`config.mk`:
```
export PLATFORM = sky130hd
export DESIGN_NAME = rx_tx_flowctl
export DESIGN_NICKNAME = d
export VERILOG_FILES = /design/src/rtl/flowctl_pkg.sv /design/src/rtl/flow_cts_sync.sv /design/src/rtl/flow_rts_gen.sv /design/src/rtl/flow_tx_gate.sv /design/src/rtl/rx_tx_flowctl.sv
export SDC_FILE = /design/constraint.sdc
export NUM_CORES = 1
export LEC_CHECK = 0
export ABC_AREA = 1
export BUFFER_PORTS_ARGS = -buffer_cell sky130_fd_sc_hd__buf_2
export CAP_MARGIN = 30
export CORE_AREA = 2 2 39 41
export CTS_CLUSTER_SIZE = 20
export DETAILED_ROUTE_END_ITERATION = 8
export DIE_AREA = 0 0 41 43
export SLEW_MARGIN = 30
export SYNTH_ARGS = -nofsm -noshare
export SYNTH_HDL_FRONTEND = slang
export SYNTH_SLANG_ARGS = --single-unit
export TNS_END_PERCENT = 10
```
`constraint.sdc`:
```
create_clock -name clk -period 1.35 [get_ports clk]
set_clock_uncertainty 0.1 [all_clocks]
set_input_delay 0.2025 -clock clk [delete_from_list [all_inputs] [get_ports clk]]
set_output_delay 0.2025 -clock clk [all_outputs]
set_load 0.02 [all_outputs]
```
`src/rtl/flowctl_pkg.sv`:
```
package flowctl_pkg;
  // Receive threshold selector codes
  typedef enum logic [1:0] {
    TRIG_A = 2'd0,
    TRIG_B = 2'd1,
    TRIG_C = 2'd2,
    TRIG_D = 2'd3
  } trig_code_e;
endpackage

```
`src/rtl/flow_cts_sync.sv`:
```
module flow_cts_sync #(
  parameter int STAGES = 2
) (
  input  logic clk,
  input  logic rst_n,
  input  logic async_i,
  output logic sync_o
);
  logic [STAGES-1:0] chain_q;

  generate
    if (STAGES == 1) begin : g_one
      always_ff @(posedge clk or negedge rst_n) begin
        if (!rst_n) chain_q <= '0;
        else        chain_q <= async_i;
      end
    end else begin : g_many
      always_ff @(posedge clk or negedge rst_n) begin
        if (!rst_n) chain_q <= '0;
        else        chain_q <= {chain_q[STAGES-2:0], async_i};
      end
    end
  endgenerate

  assign sync_o = chain_q[STAGES-1];
endmodule

```
`src/rtl/flow_rts_gen.sv`:
```
module flow_rts_gen
  import flowctl_pkg::*;
#(
  parameter int DEPTH = 16,
  parameter int TH_A  = 1,
  parameter int TH_B  = 4,
  parameter int TH_C  = 8,
  parameter int TH_D  = 14,
  localparam int LW   = $clog2(DEPTH + 1)
) (
  input  logic          clk,
  input  logic          rst_n,
  input  logic          flow_auto,
  input  logic          rts_sw,
  input  logic [1:0]    trig_sel,
  input  logic [LW-1:0] rx_level,
  output logic          rts_o
);
  logic [LW-1:0] thresh;
  logic          below;
  logic          rts_d;

  always_comb begin
    unique case (trig_code_e'(trig_sel))
      TRIG_A:  thresh = LW'(TH_A);
      TRIG_B:  thresh = LW'(TH_B);
      TRIG_C:  thresh = LW'(TH_C);
      default: thresh = LW'(TH_D);
    endcase
  end

  assign below = (rx_level < thresh);
  assign rts_d = flow_auto ? below : rts_sw;

  always_ff @(posedge clk or negedge rst_n) begin
    if (!rst_n) rts_o <= 1'b0;
    else        rts_o <= rts_d;
  end

  AST_RTS_FULL_LOW: assert property (@(posedge clk) disable iff (!rst_n)
    (flow_auto && rx_level >= LW'(TH_D)) |=> !rts_o);
  AST_RTS_EMPTY_HIGH: assert property (@(posedge clk) disable iff (!rst_n)
    (flow_auto && rx_level == '0) |=> rts_o);
  AST_RTS_SW_FOLLOW: assert property (@(posedge clk) disable iff (!rst_n)
    (!flow_auto) |=> (rts_o == $past(rts_sw)));
  AST_LEVEL_RANGE: assert property (@(posedge clk) disable iff (!rst_n)
    rx_level <= LW'(DEPTH));
endmodule

```
`src/rtl/flow_tx_gate.sv`:
```
module flow_tx_gate (
  input  logic clk,
  input  logic rst_n,
  input  logic flow_auto,
  input  logic cts_ok,
  input  logic tx_start_valid,
  input  logic tx_char_done,
  output logic tx_start_ready,
  output logic tx_busy
);
  logic permit;
  logic take;

  assign permit         = !flow_auto || cts_ok;
  assign tx_start_ready = !tx_busy && permit;
  assign take           = tx_start_valid && tx_start_ready;

  always_ff @(posedge clk or negedge rst_n) begin
    if (!rst_n)            tx_busy <= 1'b0;
    else if (take)         tx_busy <= 1'b1;
    else if (tx_char_done) tx_busy <= 1'b0;
  end

  AST_NO_START_HELD: assert property (@(posedge clk) disable iff (!rst_n)
    (flow_auto && !cts_ok) |-> !tx_start_ready);
  AST_BUSY_KEEPS: assert property (@(posedge clk) disable iff (!rst_n)
    (tx_busy && !tx_char_done) |=> tx_busy);
  AST_START_SETS_BUSY: assert property (@(posedge clk) disable iff (!rst_n)
    (tx_start_valid && tx_start_ready) |=> tx_busy);
  AST_BUSY_BLOCKS: assert property (@(posedge clk) disable iff (!rst_n)
    tx_busy |-> !tx_start_ready);
  AST_DONE_CLEARS: assert property (@(posedge clk) disable iff (!rst_n)
    (tx_busy && tx_char_done) |=> !tx_busy);
endmodule

```
`src/rtl/rx_tx_flowctl.sv`:
```
module rx_tx_flowctl #(
  parameter int DEPTH       = 16,
  parameter int TH_A        = 1,
  parameter int TH_B        = 4,
  parameter int TH_C        = 8,
  parameter int TH_D        = 14,
  parameter int SYNC_STAGES = 2,
  localparam int LW         = $clog2(DEPTH + 1)
) (
  input  logic          clk,
  input  logic          rst_n,
  input  logic          flow_auto,
  input  logic          rts_sw,
  input  logic [1:0]    trig_sel,
  input  logic [LW-1:0] rx_level,
  input  logic          cts_i,
  input  logic          tx_start_valid,
  output logic          tx_start_ready,
  input  logic          tx_char_done,
  output logic          tx_busy,
  output logic          rts_o
);
  logic cts_s;

  flow_rts_gen #(
    .DEPTH(DEPTH), .TH_A(TH_A), .TH_B(TH_B), .TH_C(TH_C), .TH_D(TH_D)
  ) u_rts (
    .clk(clk), .rst_n(rst_n), .flow_auto(flow_auto), .rts_sw(rts_sw),
    .trig_sel(trig_sel), .rx_level(rx_level), .rts_o(rts_o)
  );

  flow_cts_sync #(.STAGES(SYNC_STAGES)) u_sync (
    .clk(clk), .rst_n(rst_n), .async_i(cts_i), .sync_o(cts_s)
  );

  flow_tx_gate u_gate (
    .clk(clk), .rst_n(rst_n), .flow_auto(flow_auto), .cts_ok(cts_s),
    .tx_start_valid(tx_start_valid), .tx_char_done(tx_char_done),
    .tx_start_ready(tx_start_ready), .tx_busy(tx_busy)
  );

  AST_OFF_READY: assert property (@(posedge clk) disable iff (!rst_n)
    !flow_auto |-> (tx_start_ready == !tx_busy));
endmodule

```
* Word-level counts from Yosys, hierarchy flattened *
Index checks and enable logic that the tools add are counted.

operators by class
  order comparisons = 1
  equal/unequal tests = 2
  mux-type cells = 4
  reductions and logical operators = 7

operators with widths
  kind                                            number
  one-hot mux 4 bit (3 select lines)              1
  less-than comparator 5 x 4 -> 1 bit             1
  two-way mux 1 bit                               3
  == test 2 x 1 -> 1 bit (second input constant)  1
  == test 2 bit (second input constant)           1
  logical AND 1 bit                               2
  zero test 1 bit                                 2
  zero test 2 bit                                 1
  nonzero test 2 bit                              1
  logical OR 1 bit                                1

word-level totals
  register bits after elaboration = 4
  bits of input ports = 14
  output and inout port bits = 3
  word-level logic and storage cells = 17

* Depth between registers and ports, before layout *
  depth in word-level cells = 5
  depth in mapped cells = 7
  mapped depth without buffers = 7

* By module *
A second synthesis with hierarchy kept.

unflattened totals
  cell total of the unflattened synthesis = 34
  area total of the unflattened synthesis = 246.5 um^2

by module, submodules not included
  module         times used  cells an instance  area an instance (um^2)  sequential area each (um^2)
  flow_rts_gen   1           24                 140.1                    25.0
  flow_tx_gate   1           8                  56.3                     25.0
  flow_cts_sync  1           2                  50.0                     50.0

* Worst setup path before layout *
No wires, ideal clock.

  path kind = register to register
  from = reg u_gate.tx_busy
  to = reg u_gate.tx_busy
  setup time = 0.074 ns
  arrival = 0.874 ns
  data required time = 1.176 ns
  path slack = 0.302 ns
  cell stages (with the launch flop) = 4
  buffers on the path = 0
  clock period less this slack = 1.048 ns
  path through = dfrtp_1 -> nor2_2 -> nand2_1 -> o21ai_2

on the way
  word-level cells in the longest chain between the ends = 4
  elaborated cells on any way between the ends = 5
  classes of those cells = mux: 1; reduce/logical: 4

RTL lines
  what                                                            line                 RTL
  start: declaration                                              flow_tx_gate.sv:9    output logic tx_busy
  start signal: assignment                                        flow_tx_gate.sv:19   if (!rst_n) tx_busy <= 1'b0;
  start signal: assignment                                        flow_tx_gate.sv:20   else if (take) tx_busy <= 1'b1;
  start signal: assignment                                        flow_tx_gate.sv:21   else if (tx_char_done) tx_busy <= 1'b0;
  zero test 1 bit *                                               flow_tx_gate.sv:15   assign tx_start_ready = !tx_busy && permit;
  logical AND 1 bit *                                             flow_tx_gate.sv:15
  named net tx_start_ready                                        rx_tx_flowctl.sv:18  output logic tx_start_ready,
  logical AND 1 bit *                                             flow_tx_gate.sv:16   assign take = tx_start_valid && tx_start_ready;
  two-way mux 1 bit / nonzero test 2 bit (equally long branches)  --

Mark *: on every way through the listed nets, which the timed path passes. The rest lies on a longest branch.
A chain may end at the register's enable or synchronous reset.

* Worst setup path in the final report *
  from = reg u_sync.chain_q[1]
  to = out tx_start_ready

on the way
  word-level cells in the longest chain between the ends = 2

RTL lines
  what                      line                 RTL
  start: declaration        flow_cts_sync.sv:9   logic [STAGES-1:0] chain_q;
  start signal: assignment  flow_cts_sync.sv:20  else chain_q <= {chain_q[STAGES-2:0], async_i};
  logical OR 1 bit          flow_tx_gate.sv:14   assign permit = !flow_auto || cts_ok;
  logical AND 1 bit         flow_tx_gate.sv:15
  end: declaration          rx_tx_flowctl.sv:18

No other way between the ends.

==> flow_summary.json <==
{
  "start_util_pct": 17.5,
  "power.share.sequential_pct": 35.8,
  "synthTopCellsByArea": "dfrtp_1 41%, ha_1 16%, nand2_1 12%",
  "synth_xor_area_share_pct": 0,
  "grt_start_max_net_pins": 5,
  "grt_pass1_vias": 229,
  "crit_family": "flip-flops",
  "cts_tree": "done",
  "synth-simple-area-share_pct": 28.5,
  "post_cts.repair.setup_buffers": 0,
  "ys_types": 8,
  "clock-sinks": 4,
  "clkSlewWorstSetupHoldPaths_ns": 0.04,
  "rsz0062_at_grt": "false",
  "wire_per_inst_um": 6.57,
  "post-synth-top-count-cell": "nand2_1",
  "start_kind": "register",
  "maxSlewHeadroom_pct": 92.0,
  "synth_mux_area_share_pct": 0,
  "netSwitchingFraction_pct": 28.1,
  "fmax_mhz": 826,
  "async_reset_ff_share_pct": 100,
  "period_minus_slack_ns": 1.21,
  "io_pins": 17,
  "worst_slew_pin_slew_ns": 0.119,
  "status": "finished clean",
  "ir_drop_mv": 0.487,
  "arrival_ns": 0.91,
  "synth_cells": 32,
  "die_h_um": 43,
  "finalPower_mw": 0.378,
  "synth.yosys.seq_area_share_pct": 41.5,
  "coreArea_mm2": 0.00138,
  "required_ns": 1.05,
  "power_switching_mw": 0.106,
  "synthAdderAreaFrac_pct": 15.5,
  "wl_um": 453,
  "place_congestion": 0.621,
  "drtPass1Iterations": 4,
  "crit_fanout": 2,
  "crit_path_end_kind": "output pin",
  "avgSynthCellArea_um2": 7.55,
  "clockRootBuffer": "clkbuf_4",
  "drive_gt1_share_pct": 39.6,
  "vias": 247,
  "p_int_mw": 0.272,
  "synth_compound_area_share_pct": 3.63,
  "min_period_over_period_pct": 89.6,
  "drv_slew": 0,
  "hold_class": "in -> reg",
  "synth-edff-count": 0,
  "ys_warn_count": 0,
  "ys_ff_latch": 4,
  "synth_top_family_by_area": "simple AND/OR/NAND/NOR gates",
  "die_area_mm2": 0.00176,
  "p_clk_share_pct": 40.5,
  "whs_ns": 0.0333,
  "drc": 0,
  "setup_tns_ns": 0,
  "die_w_um": 41,
  "drt-initial-drc-count": 3,
  "synthTopCellsByCount": "8 x nand2_1, 7 x inv_1, 6 x nor2_1",
  "final_nets": 72,
  "n_fill_cell": 155,
  "r2r_cells": 4,
  "vias_per_cell": 3.58,
  "cts_buffer_depth": 2,
  "ys.flop_type": "dfrtp_1",
  "numPortBuffers": 16,
  "hold_viol_final": 0,
  "ctsResizeCount": 0,
  "worst-path-buf-inv": 1,
  "p_leak_nw": 0.231,
  "crit_slowest_cell": "dfrtp_1",
  "grt_usage_pct": 7.06,
  "numCtsBuffers": 3,
  "fin_cells": 69,
  "drtAntennaViolNets": 0,
  "diodes": 0,
  "syn2layout_area_growth_pct": 59.1,
  "worstSkewPairLatency_ns": 0.24,
  "gr-total-overflow": 0,
  "place_inst": 64,
  "synth_top_area_share_pct": 41.5,
  "hpwl_um": 387,
  "path_cells": "nor2_1 > nor2_2 > buf_2",
  "cap_violations": 0,
  "powerDensity_mw_per_mm2": 984,
  "hold_depth": 2,
  "yosysTopAreaCell": "dfrtp_1",
  "cts-htree-levels": 1,
  "crit_path_max_incr_delay_ns": 0.35,
  "grt_pass1_wl_um": 724,
  "critPathKind": "reg -> out",
  "finalSetupViolations": 0,
  "worstSetupPathDepth": 3,
  "antenna_found_initial": 0,
  "synth_nets": 49,
  "floorplan.rows": 14,
  "pwr-share-comb_pct": 23.7,
  "netlist_area_um2": 241
}
==> metrics by stage <==
stage	setup WS, ns	area, um2	util, %
after floorplan	0.302	241	-
after global placement	0.218	342	24.7
after CTS	0.125	384	27.8
after global routing	0.0786	384	27.8
after detailed placement	0.213	342	24.7
final	0.140	384	27.8
==> path summary, 6_finish.rpt <==
| kind | start | to | slack [ns] |
|---|---|---|---|
| min in group asynchronous | rst_n | u_gate.tx_busy | 0.20 |
| setup / recovery | u_sync.chain_q[1] | tx_start_ready | 0.14 |
| hold reg to reg | u_sync.chain_q[0] | u_sync.chain_q[1] | 0.24 |
| hold / removal | tx_char_done | u_gate.tx_busy | 0.03 |
| max in group asynchronous | rst_n | u_sync.chain_q[0] | 0.84 |
| setup reg to reg | u_sync.chain_q[1] | u_gate.tx_busy | 0.51 |
==> area by class of cell <==
type	instances	area [um2]	share of cell area, %
flip-flops and latches	4	100	26.1
clock buffers	3	22.5	5.86
inverters	7	26.3	6.84
well taps	16	20.0	5.21
repair buffers	18	100	26.1
multi-input cells	21	115	30.0
==> per-layer routing <==
metal  track usage [%]  vias up  routed length [um]
li1                  -      137                   -
met5                 0        -                   0
met2              10.3       13                 196
met1              4.23       97                 181
met3              9.42        0                  74
met4              4.00        0                   0
==> timing repair <==
item | CTS | global route
endpoints found under the hold margin | 5 | 0
setup endpoints to repair | 0 | 0
hold buffers | 2 | 0
==> flip-flops by register name, indices dropped and copies added (netlist names) <==
register / count
u_gate.tx_busy: 1
u_sync.chain_q: 2
u_rts.rts_o: 1
==> cells by family (layout without fill, tap and decap cells) <==
kind of cell	after synthesis	after routing
AOI/OAI and AO/OA	1	1
adders and majority gates	3	3
buffers and inverters	7	28
DFF	4	4
and+or+nand+nor	17	17
==> placed cells by master (no fill, tap or decap) <==
| cell type | n |
|---|---|
| buf_2 | 16 |
| clkbuf_4 | 3 |
| dfrtp_1 | 4 |
| dlygate4sd3_1 | 2 |
| ha_1 | 3 |
| inv_1 | 7 |
| nand2_1 | 8 |
| nand3_1 | 2 |
| nor2_1 | 6 |
| nor2_2 | 1 |
| o21ai_2 | 1 |
==> power by group through the flow <==
stage          Combinational [mW]  Clock, mW  Sequential [mW]
2_1_floorplan              0.0397          0            0.146
3_5_place_dp               0.0871          0            0.137
4_1_cts                    0.0919      0.162            0.135
3_3_place_gp               0.0864          0            0.137
6_report                   0.0897      0.153            0.135
5_1_grt                     0.103      0.172            0.136
(Power assumes the default switching activity.)
